`config.mk`:
```
export PLATFORM = sky130hd
export DESIGN_NAME = dcache2w
export DESIGN_NICKNAME = d
export VERILOG_FILES = /design/src/rtl/dcache_pkg.sv /design/src/rtl/dc_meta.sv /design/src/rtl/dc_data.sv /design/src/rtl/dcache2w.sv
export SDC_FILE = /design/constraint.sdc
export NUM_CORES = 1
export LEC_CHECK = 0
export ABC_AREA = 0
export ABC_CLOCK_PERIOD_IN_PS = 11700
export BUFFER_PORTS_ARGS = -buffer_cell sky130_fd_sc_hd__buf_2
export CAP_MARGIN = 20
export CELL_PAD_IN_SITES_DETAIL_PLACEMENT = 0
export CELL_PAD_IN_SITES_GLOBAL_PLACEMENT = 2
export CORE_MARGIN = 4
export CORE_UTILIZATION = 45
export CTS_CLUSTER_DIAMETER = 40
export CTS_CLUSTER_SIZE = 40
export DETAILED_ROUTE_END_ITERATION = 6
export GPL_TIMING_DRIVEN = 0
export PLACE_DENSITY = 0.8
export SLEW_MARGIN = 10
export SYNTH_ARGS = -nofsm -noshare
export SYNTH_HDL_FRONTEND = slang
export SYNTH_SLANG_ARGS = --single-unit
```
`constraint.sdc`:
```
create_clock -name clk -period 11.7 [get_ports clk]
set_input_delay 0 -clock clk [delete_from_list [all_inputs] [get_ports clk]]
set_output_delay 0 -clock clk [all_outputs]
set_load 0.03 [all_outputs]
```
`src/rtl/dcache_pkg.sv`:
```
package dcache_pkg;

    localparam int ADDR_W    = 10;
    localparam int DATA_W    = 32;
    localparam int NUM_SETS  = 4;
    localparam int BLK_WORDS = 4;
    localparam int OFF_W     = $clog2(BLK_WORDS);
    localparam int IDX_W     = $clog2(NUM_SETS);
    localparam int TAG_W     = ADDR_W - IDX_W - OFF_W;

    typedef logic [ADDR_W-1:0] addr_t;
    typedef logic [DATA_W-1:0] word_t;
    typedef logic [TAG_W-1:0]  tag_t;
    typedef logic [IDX_W-1:0]  idx_t;
    typedef logic [OFF_W-1:0]  off_t;

    typedef struct packed {
        logic valid;
        logic dirty;
        logic ro;
        tag_t tag;
    } line_meta_t;

    typedef enum logic [1:0] {
        CS_IDLE,
        CS_LOOK,
        CS_EVICT,
        CS_FILL
    } cstate_t;

    function automatic tag_t tag_of(addr_t a);
        return a[ADDR_W-1 -: TAG_W];
    endfunction

    function automatic idx_t idx_of(addr_t a);
        return a[OFF_W +: IDX_W];
    endfunction

    function automatic off_t off_of(addr_t a);
        return a[OFF_W-1:0];
    endfunction

endpackage

```
`src/rtl/dc_meta.sv`:
```
module dc_meta
    import dcache_pkg::*;
(
    input  logic                 clk,
    input  logic                 rst,
    input  idx_t                 look_idx,
    input  tag_t                 look_tag,
    output logic [1:0]           hit,
    output logic                 hit_ro,
    output logic                 victim,
    output line_meta_t [1:0]     set_lines,
    input  logic                 fill_en,
    input  logic                 fill_way,
    input  logic                 fill_ro,
    input  logic                 dirty_en,
    input  logic                 dirty_way,
    input  logic                 touch_en,
    input  logic                 touch_way,
    input  logic                 inv_all,
    input  logic                 inv_line,
    input  idx_t                 inv_idx,
    input  tag_t                 inv_tag
);

    line_meta_t              tbl [2][NUM_SETS];
    logic [NUM_SETS-1:0]     mru;

    always_ff @(posedge clk) begin
        if (rst) begin
            for (int w = 0; w < 2; w++)
                for (int s = 0; s < NUM_SETS; s++)
                    tbl[w][s] <= '0;
            mru <= '0;
        end else begin
            if (fill_en)
                tbl[fill_way][look_idx] <= '{valid: 1'b1, dirty: 1'b0, ro: fill_ro, tag: look_tag};
            if (dirty_en)
                tbl[dirty_way][look_idx].dirty <= 1'b1;
            if (touch_en)
                mru[look_idx] <= touch_way;
            for (int w = 0; w < 2; w++) begin
                if (inv_line && tbl[w][inv_idx].valid && tbl[w][inv_idx].tag == inv_tag) begin
                    tbl[w][inv_idx].valid <= 1'b0;
                    tbl[w][inv_idx].dirty <= 1'b0;
                end
            end
            if (inv_all) begin
                for (int w = 0; w < 2; w++)
                    for (int s = 0; s < NUM_SETS; s++) begin
                        tbl[w][s].valid <= 1'b0;
                        tbl[w][s].dirty <= 1'b0;
                    end
            end
        end
    end

    for (genvar w = 0; w < 2; w++) begin : g_way
        assign set_lines[w] = tbl[w][look_idx];
        assign hit[w]       = set_lines[w].valid && (set_lines[w].tag == look_tag);
    end

    assign hit_ro = (hit[0] && set_lines[0].ro) || (hit[1] && set_lines[1].ro);

    always_comb begin
        if (!set_lines[0].valid)      victim = 1'b0;
        else if (!set_lines[1].valid) victim = 1'b1;
        else                          victim = ~mru[look_idx];
    end

    assert_single_hit_R1: assert property (@(posedge clk) disable iff (rst)
        $onehot0(hit));

    assert_fill_only_on_miss_R4: assert property (@(posedge clk) disable iff (rst)
        fill_en |-> (hit == 2'b00));

    assert_dirty_writable_hit_R8: assert property (@(posedge clk) disable iff (rst)
        dirty_en |-> (hit[dirty_way] && !set_lines[dirty_way].ro));

endmodule

```
`src/rtl/dc_data.sv`:
```
module dc_data
    import dcache_pkg::*;
(
    input  logic            clk,
    input  idx_t            idx,
    input  off_t            rd_off,
    output word_t [1:0]     rd_word,
    input  logic            we,
    input  logic            we_way,
    input  off_t            we_off,
    input  word_t           wdata
);

    word_t store [2][NUM_SETS][BLK_WORDS];

    always_ff @(posedge clk) begin
        if (we)
            store[we_way][idx][we_off] <= wdata;
    end

    for (genvar w = 0; w < 2; w++) begin : g_rd
        assign rd_word[w] = store[w][idx][rd_off];
    end

endmodule

```
`src/rtl/dcache2w.sv`:
```
module dcache2w
    import dcache_pkg::*;
(
    input  logic                 clk,
    input  logic                 rst,
    input  logic                 req_valid,
    input  logic                 req_write,
    input  logic [ADDR_W-1:0]    req_addr,
    input  logic [DATA_W-1:0]    req_wdata,
    output logic                 req_ready,
    output logic                 resp_valid,
    output logic [DATA_W-1:0]    resp_rdata,
    output logic                 resp_err,
    input  logic                 inv_all,
    input  logic                 inv_line,
    input  logic [ADDR_W-1:0]    inv_addr,
    output logic                 mem_req,
    output logic                 mem_we,
    output logic [ADDR_W-1:0]    mem_addr,
    output logic [DATA_W-1:0]    mem_wdata,
    input  logic                 mem_ack,
    input  logic [DATA_W-1:0]    mem_rdata,
    input  logic                 mem_rdonly
);

    cstate_t          st;
    logic             r_write;
    addr_t            r_addr;
    word_t            r_wdata;
    logic             vic_way;
    off_t             beat;

    logic [1:0]       hit;
    logic             hit_ro;
    logic             victim;
    line_meta_t [1:0] set_lines;
    word_t [1:0]      rd_word;

    idx_t  cur_idx;
    tag_t  cur_tag;
    off_t  cur_off;
    logic  any_hit;
    logic  hit_way;
    logic  last_beat;
    logic  wr_hit;
    logic  fill_word;

    assign cur_idx   = idx_of(r_addr);
    assign cur_tag   = tag_of(r_addr);
    assign cur_off   = off_of(r_addr);
    assign any_hit   = |hit;
    assign hit_way   = hit[1];
    assign last_beat = (beat == off_t'(BLK_WORDS - 1));
    assign fill_word = (st == CS_FILL) && mem_ack;

    assign req_ready  = (st == CS_IDLE);
    assign resp_valid = (st == CS_LOOK) && any_hit;
    assign resp_rdata = rd_word[hit_way];
    assign resp_err   = resp_valid && r_write && hit_ro;
    assign wr_hit     = resp_valid && r_write && !hit_ro;

    assign mem_req   = (st == CS_EVICT) || (st == CS_FILL);
    assign mem_we    = (st == CS_EVICT);
    assign mem_addr  = (st == CS_EVICT) ? {set_lines[vic_way].tag, cur_idx, beat}
                                        : {cur_tag, cur_idx, beat};
    assign mem_wdata = rd_word[vic_way];

    dc_meta u_meta (
        .clk       (clk),
        .rst       (rst),
        .look_idx  (cur_idx),
        .look_tag  (cur_tag),
        .hit       (hit),
        .hit_ro    (hit_ro),
        .victim    (victim),
        .set_lines (set_lines),
        .fill_en   (fill_word && last_beat),
        .fill_way  (vic_way),
        .fill_ro   (mem_rdonly),
        .dirty_en  (wr_hit),
        .dirty_way (hit_way),
        .touch_en  (resp_valid),
        .touch_way (hit_way),
        .inv_all   (inv_all),
        .inv_line  (inv_line),
        .inv_idx   (idx_of(inv_addr)),
        .inv_tag   (tag_of(inv_addr))
    );

    dc_data u_data (
        .clk     (clk),
        .idx     (cur_idx),
        .rd_off  ((st == CS_EVICT) ? beat : cur_off),
        .rd_word (rd_word),
        .we      (wr_hit || fill_word),
        .we_way  (fill_word ? vic_way : hit_way),
        .we_off  (fill_word ? beat : cur_off),
        .wdata   (fill_word ? mem_rdata : r_wdata)
    );

    always_ff @(posedge clk) begin
        if (rst) begin
            st      <= CS_IDLE;
            r_write <= 1'b0;
            r_addr  <= '0;
            r_wdata <= '0;
            vic_way <= 1'b0;
            beat    <= '0;
        end else begin
            unique case (st)
                CS_IDLE: if (req_valid) begin
                    r_write <= req_write;
                    r_addr  <= req_addr;
                    r_wdata <= req_wdata;
                    st      <= CS_LOOK;
                end
                CS_LOOK: if (any_hit) begin
                    st <= CS_IDLE;
                end else begin
                    vic_way <= victim;
                    beat    <= '0;
                    st      <= (set_lines[victim].valid && set_lines[victim].dirty) ? CS_EVICT : CS_FILL;
                end
                CS_EVICT: if (mem_ack) begin
                    beat <= beat + 1'b1;
                    if (last_beat) st <= CS_FILL;
                end
                CS_FILL: if (mem_ack) begin
                    beat <= beat + 1'b1;
                    if (last_beat) st <= CS_LOOK;
                end
                default: st <= CS_IDLE;
            endcase
        end
    end

    assert_one_outstanding_R2: assert property (@(posedge clk) disable iff (rst)
        (req_valid && req_ready) |=> !req_ready);

    assert_mem_hold_R4: assert property (@(posedge clk) disable iff (rst)
        (mem_req && !mem_ack) |=> (mem_req && $stable(mem_addr) && $stable(mem_we)));

    assert_wb_only_dirty_R5: assert property (@(posedge clk) disable iff (rst)
        (mem_req && mem_we) |-> (set_lines[vic_way].valid && set_lines[vic_way].dirty));

    assert_no_mem_on_hit_R3: assert property (@(posedge clk) disable iff (rst)
        resp_valid |-> !mem_req);

endmodule

```
### Yosys cells after proc, flatten, opt, wreduce, memory -nomap -nowiden

Memories as Yosys holds them, arrays and structs flattened.
Index checks and enable logic that the tools add are counted.

| operators by class | value |
|---|---|
| $add $sub $neg | 1 |
| reductions and logical operators | 32 |
| multiply operators | 0 |
| bitwise gates (word level) | 3406 |
| equal/unequal tests | 45 |
| order comparisons | 12 |
| shift-type cells | 0 |
| multiplexer cells | 251 |
| divide/modulo/power cells | 0 |

Operator list:

| kind | count |
|---|---|
| $and A1 B1 Y1 | 1320 |
| $not A1 Y1 | 1082 |
| $and A1 B1 Y1 const B | 840 |
| $mux W128 | 5 |
| $bmux W128 S2 | 2 |
| $mux W512 | 1 |
| $mux W32 | 10 |
| $mux W36 | 8 |
| $demux W128 S2 | 1 |
| $mux W1 | 181 |
| $or A1 B1 Y1 | 160 |
| $bmux W32 S2 | 2 |
| $mux W9 | 12 |
| $bmux W9 S2 | 4 |
| $demux W9 S2 | 4 |
| $demux W32 S2 | 1 |
| $reduce_or A36 Y1 | 1 |
| $eq A1 B1 Y1 const B | 30 |
| $eq A6 B6 Y1 | 4 |
| $mux W2 | 10 |
| $logic_and A1 B1 Y1 | 19 |
| $mux W8 | 2 |
| $ge A3 B3 Y1 const B | 4 |
| $mux W6 | 2 |
| 24 further kinds | 42 |

| word-level totals | value |
|---|---|
| bits in latches | 0 |
| register bits after elaboration | 52 |
| bits in writable memories | 1096 |
| logic and storage cells | 3756 |
| output and inout bits | 79 |
| bits of input ports | 92 |
| memories kept | 2 |
| ROM bits | 0 |

Memories:

| name | depth | width | read ports | clocked after memory_dff | write ports | RTL line | source |
|---|---|---|---|---|---|---|---|
| u_data.store | 2 | 512 | 2 | 0 | 1 | dc_data.sv:14 | `word_t store [2][NUM_SETS][BLK_WORDS];` |
| u_meta.tbl | 2 | 36 | 2 | 0 | 3 | dc_meta.sv:25 | `line_meta_t tbl [2][NUM_SETS];` |

### Longest topological paths before layout

| depth | value |
|---|---|
| word-level depth | 32 |
| gate-level depth with buffers | 11 |
| depth with buffers taken out | 8 |

### Hierarchy

Synthesis repeated with hierarchy kept, for this count alone.

| unflattened totals | value |
|---|---|
| cell total of the unflattened synthesis | 2361 |
| area, all modules | 46136.7 sq um |

Modules (own cells, without submodules):

| module | sequential area each (sq um) | instances | area an instance (sq um) | cells each |
|---|---|---|---|---|
| dc_data | 30749.5 | 1 | 38424.4 | 1612 |
| dc_meta | 2082.0 | 1 | 4400.5 | 374 |
| dcache2w | 960.9 | 1 | 3311.9 | 375 |

### Worst setup path after synthesis

OpenSTA, ideal clock, no wires.

| timing | value |
|---|---|
| kind | register to register |
| start | register r_addr[2] |
| end | memory u_data.store[1][100] (netlist bit) (enable) |
| data arrival time | 4869 ps |
| clock period less this slack | 5336 ps |
| slack | 6364 ps |
| path buffers | 3 |
| data required time | 11232 ps |
| stages on the path, launching flop included | 10 |
| setup time | 468 ps |
| cells stage by stage | dfxtp_1 > buf_4 > buf_6 > mux4_2 > xor2_1 > nor4_4 > nor2_1 > o31a_1 > clkbuf_1 > nor3b_1 |

| between the ends | value |
|---|---|
| cells in the longest elaborated chain, start to end | 13 |
| elaborated cells on any way between the ends | 28 |
| those cells by class | order compare: 2; eq/ne: 2; mux: 11; bitwise: 1; reduce/logical: 12 |

RTL lines:

| item | RTL line | source |
|---|---|---|
| start: declaration | dcache2w.sv:28 | `addr_t r_addr;` |
| start signal: assignment | dcache2w.sv:113 | `r_addr <= req_addr;` |
| $not A2 Y3 (implied by the code) * | dc_meta.sv:58, dc_data.sv:18 |  |
| $bmux W9 S2 | dc_meta.sv:58 | `assign set_lines[w] = tbl[w][look_idx];` |
| $mux W9 (implied by the code) (2 in a row) | dc_meta.sv:58 |  |
| $eq A6 B6 Y1 | dc_meta.sv:59 | `assign hit[w] = set_lines[w].valid && (set_lines[w].tag == look_tag);` |
| $logic_and A1 B1 Y1 | dc_meta.sv:59 |  |
| $reduce_or A2 Y1 / $logic_and A1 B1 Y1 (equally long branches) | dcache2w.sv:51, dc_meta.sv:62 |  |
| $logic_and A1 B1 Y1 / $logic_or A1 B1 Y1 (equally long branches) | dcache2w.sv:57, dc_meta.sv:62 |  |
| $logic_and A1 B1 Y1 / $logic_not A1 Y1 (equally long branches) | dcache2w.sv:60 | `assign wr_hit = resp_valid && r_write && !hit_ro;` |
| $logic_and A1 B1 Y1 | dcache2w.sv:60 |  |
| $logic_or A1 B1 Y1 | dcache2w.sv:95 | `.we (wr_hit \|\| fill_word),` |
| $mux W1 | dc_data.sv:17 | `if (we)` |
| $mux W512 (implied by the code) | dc_data.sv:18 | `store[we_way][idx][we_off] <= wdata;` |
| end: declaration | dc_data.sv:14 |  |

Every way passes the cells marked *; elsewhere a longest branch is shown, timed or not. The select of a mux whose other input is x is not followed.

### Worst setup path after layout

| timing | value |
|---|---|
| start | register r_addr[3] |
| end | output mem_wdata[18] |

| between the ends | value |
|---|---|
| cells in the longest elaborated chain, start to end | 9 |
| elaborated cells on any way between the ends | 15 |
| those cells by class | mux: 14; bitwise: 1 |

RTL lines:

| item | RTL line | source |
|---|---|---|
| $not A2 Y3 (implied by the code) * | dc_data.sv:22 | `assign rd_word[w] = store[w][idx][rd_off];` |
| $bmux W128 S2 | dc_data.sv:22 |  |
| $mux W128 (implied by the code) (2 in a row) | dc_data.sv:22 |  |
| $bmux W32 S2 | dc_data.sv:22 |  |
| $mux W32 (implied by the code) (2 in a row) | dc_data.sv:22 |  |
| $mux W32 (implied by the code) * (2 in a row) | dcache2w.sv:66 | `assign mem_wdata = rd_word[vic_way];` |
| end: declaration | dcache2w.sv:20 | `output logic [DATA_W-1:0] mem_wdata,` |

Marked as above.

==> reports/metrics.csv <==
stage,metric,value,unit
clocking,Clock Path Buffers,3,
placement,placed cells,4273,
layout,layout cell share with drive strength beyond 1,0.250,
setup_path,startpoint types,flip-flop,
setup_path,CP max FO,10,
flow_run,maxcap violations,0,
grt,GRT Util Overall,0.226,
setup_path,R2R depth,10,
sta,"Slew Viols, Final",0,
layout,"commonest non-fill, non-tap cells in the layout","1080 x edfxtp_1, 511 x nand2_1, 289 x mux4_2, 184 x buf_2, 144 x clkbuf_16",
floorplan,die area,108000,um^2
setup_path,RR Startpoint,r_addr[3],
clocking,clk sinks,1148,
setup_path,worst path arrival time,5.70,ns
setup_path,critical path type,flip-flop to primary output,
grt,total congestion overflow,0,
placement,HPWL Detailed,85900,um
setup_path,slowest stage cell on the critical path,o21ai_0,
floorplan,Die Span X,329,um
placement,routability cong.,0.844,
detailed_routing,wire per inst,26.1,um
sta,worst hold slack,0.0468,ns
layout,fin nets,3273,
placement,Port Buffers,168,
grt,gr busiest metal,met2,
clocking,Clock Latency Late Sink,0.75,ns
setup_path,worst-path cell chain,"clkbuf_1, buf_2, clkbuf_1, clkbuf_1, buf_1, mux4_2, nand2_1, nand2_1, o21ai_0, o21ai_0, buf_2",
pwr,Max IR drop VDD,0.125,mV
sta,worst slew pin tran,1.17,ns
detailed_routing,Iter 0 DRT Violations,2661,
yosys,Synth Area per Inst,17.2,um^2
sta,Finish-stage setup viols,0,
layout,post-route insts no fill,4656,
yosys,asr flop ratio synth,0,
setup_path,RR Endpoint,u_data.store[0][142],
yosys,syn nets,2787,
detailed_routing,vias per cell,5.64,
clocking,CTS Buf Count,137,
grt,largest net degree at the start of global routing,33,
clocking,CTS tree,built,
detailed_routing,Total Wirelength,122000,um
setup_path,"CP delay by family, top",buffers and inverters,
sta,setup TNS,0,ns
outcome,status,finished clean,
setup_path,Critical Path Sink Type,primary output,
pwr,Static Leak,18.5,nW
yosys,Synthesis Warnings,0,
grt,via count of the first global-routing pass,26800,
clocking,Worst-path clk slew,0.06,ns
sta,RSZ-0062 raised after global routing,false,
setup_path,CP max stage delay,0.78,ns
setup_path,most frequent CP cell,clkbuf_1,
detailed_routing,Detail Route Antenna Nets,0,
worst_hold_path,min-delay worst type,input port to flip-flop,
grt,initial antenna violation count,3,
sta,Final Skew,0.0261,ns
floorplan,Rows,117,
grt,GRT met3 Usage,0.0337,
sta,worst setup margin,6.00,ns
yosys,sequential share of the synthesized area,0.731,
yosys,Post-synth top flop,edfxtp_1,
setup_path,R2R setup slack,6.30,ns
detailed_routing,# DRC,0,
worst_hold_path,worst hold start,req_addr[0],
detailed_routing,Pre-antenna DRT Iters,5,
floorplan,initial core utilization,0.454,
sta,fmax,176,MHz
yosys,Yosys cell types,48,
layout,"leading cell type in the layout, fill and taps excluded",edfxtp_1,
sta,Slew HR,0.223,
placement,Setup WS pre-CTS,6.35,ns
pwr,Power Dens Cells,185,nW/um^2
floorplan,Die Y,329,um
sta,minimum clock period,5.70,ns
clocking,# H-tree levels,4,
detailed_routing,vias,26300,
grt,met2 global-route usage,0.379,
yosys,cells after synthesis,2690,
grt,met1 Use GR,0.310,
sta,Final Hold Viols,0,
yosys,Synth Cell Area,46200,um^2
layout,Area Growth Syn to Fin,21.4,%
worst_hold_path,WHS Endpoint,r_addr[0],
clocking,CTS Root Cell,clkbuf_16,
setup_path,CP Buf/Inv Count,6,
yosys,"EDFF count, synth",1080,
setup_path,Critical Path RT,11.70,ns
floorplan,core area,102000,um^2
grt,first-pass GRT wire length,177000,um
sta,Final Cycle Share,0.487,
floorplan,number of placed I/O pins,171,
clocking,Post-CTS Repair Setup Buffers,0,
worst_hold_path,WHS Path Cells,4,
yosys,register bit total from synthesis,1148,
-- cells by family after synthesis --
| group | count (synthesis) | share of synthesized area |
|---|---|---|
| xor gates and xnor gates | 24 | 0.00455 |
| adders and majority gates | 5 | 0.00135 |
| buffers and inverters | 182 | 0.0155 |
| muxes | 300 | 0.143 |
| AOI/OAI and AO/OA | 261 | 0.0326 |
| DFF | 1148 | 0.731 |
| and+or+nand+nor | 770 | 0.0718 |
-- worst register-to-register path: cells and delay by family, from the launching register on --
kind	cells	cell delay, ns
buffers and inverters	7	3.68
DFF	1	0.34
and+or+nand+nor	3	1.06
-- cells in the mapped netlist (all sizes together), types with 2 or more instances --
cell | count | area, um^2
a2111oi | 4 | 60.1
a211oi | 32 | 240
a21o | 2 | 15.0
a21oi | 73 | 365
a31o | 2 | 17.5
a31oi | 32 | 200
and2 | 91 | 569
and3 | 3 | 18.8
and3b | 5 | 43.8
buf | 60 | 258
clkbuf | 110 | 413
dfxtp | 68 | 1360
edfxtp | 1080 | 32400
ha | 5 | 62.6
inv | 12 | 45.0
mux2 | 2 | 22.5
mux2i | 9 | 90.1
mux4 | 289 | 6510
nand2 | 518 | 1940
nand2b | 5 | 31.3
nand3 | 44 | 220
nand4 | 5 | 31.3
nor2 | 69 | 259
nor2b | 4 | 25.0
nor3 | 13 | 65.1
nor3b | 4 | 30.0
nor4 | 4 | 40.0
o21ai | 106 | 531
o22ai | 3 | 18.8
o32ai | 2 | 17.5
xnor2 | 14 | 123
xor2 | 10 | 87.6
-- routing by layer --
| layer | up-vias | wire, um | share of wire |
|---|---|---|---|
| met5 | - | 0 | 0 |
| met2 | 1023 | 61000 | 0.50 |
| met3 | 199 | 7800 | 0.064 |
| li1 | 11500 | - | - |
| met4 | 0 | 2890 | 0.024 |
| met1 | 13600 | 50100 | 0.41 |
-- report_power, final --
group | switching, mW | internal, mW
combinational | 0.949 | 0.457
clock | 1.78 | 2.54
sequential | 0.0169 | 4.62
total | 2.75 | 7.62
-- area by class of cell --
cell class / instances / area, um^2
plain buffers: 170 / 672
diodes: 1 / 2.50
fillers: 7951 / 45800
inverters: 12 / 45.0
clock buffers: 153 / 3560
repair buffers: 347 / 3270
clock inverters: 97 / 1100
flip-flops and latches: 1148 / 33800
well taps: 1368 / 1710
multi-input cells: 1360 / 12000
-- per-stage QoR --
stage	area, um^2	utilization	power [mW]
2_1_floorplan	46200	-	5.54
3_3_place_gp	48800	0.479	6.03
3_5_place_dp	49900	0.490	6.07
4_1_cts	55400	0.543	10.4
5_1_grt	56100	0.551	10.7
6_report	56100	0.551	10.4
-- state kept, by name (all words and copies together) (netlist names) --
signal and count:
u_data.store 1024, u_meta.tbl 72, r_wdata 32, r_addr 10
u_meta.mru 4, beat 2, st 2, r_write 1
vic_way 1
-- repair_timing --
item                       4_1_cts  5_1_grt
hold endpoints to repair        77      224
gates resized for setup          0        0
hold buffers                    80       24
setup endpoints to repair        0        0
-- worst max-delay path by stage --
stage                     cells past startpoint  startpoint  slack, ns                   end
after floorplan                               9   r_addr[2]       6.36  u_data.store[1][100]
after global placement                        9   r_addr[3]       2.96   u_data.store[0][13]
after detailed placement                     10   r_addr[3]       6.35  u_data.store[0][142]
after CTS                                    11   r_addr[3]       5.88         mem_wdata[18]
after global routing                         11   r_addr[3]       5.86         mem_wdata[18]
final                                        11   r_addr[3]       6.00         mem_wdata[18]
Power figures use the tool's default switching activity.
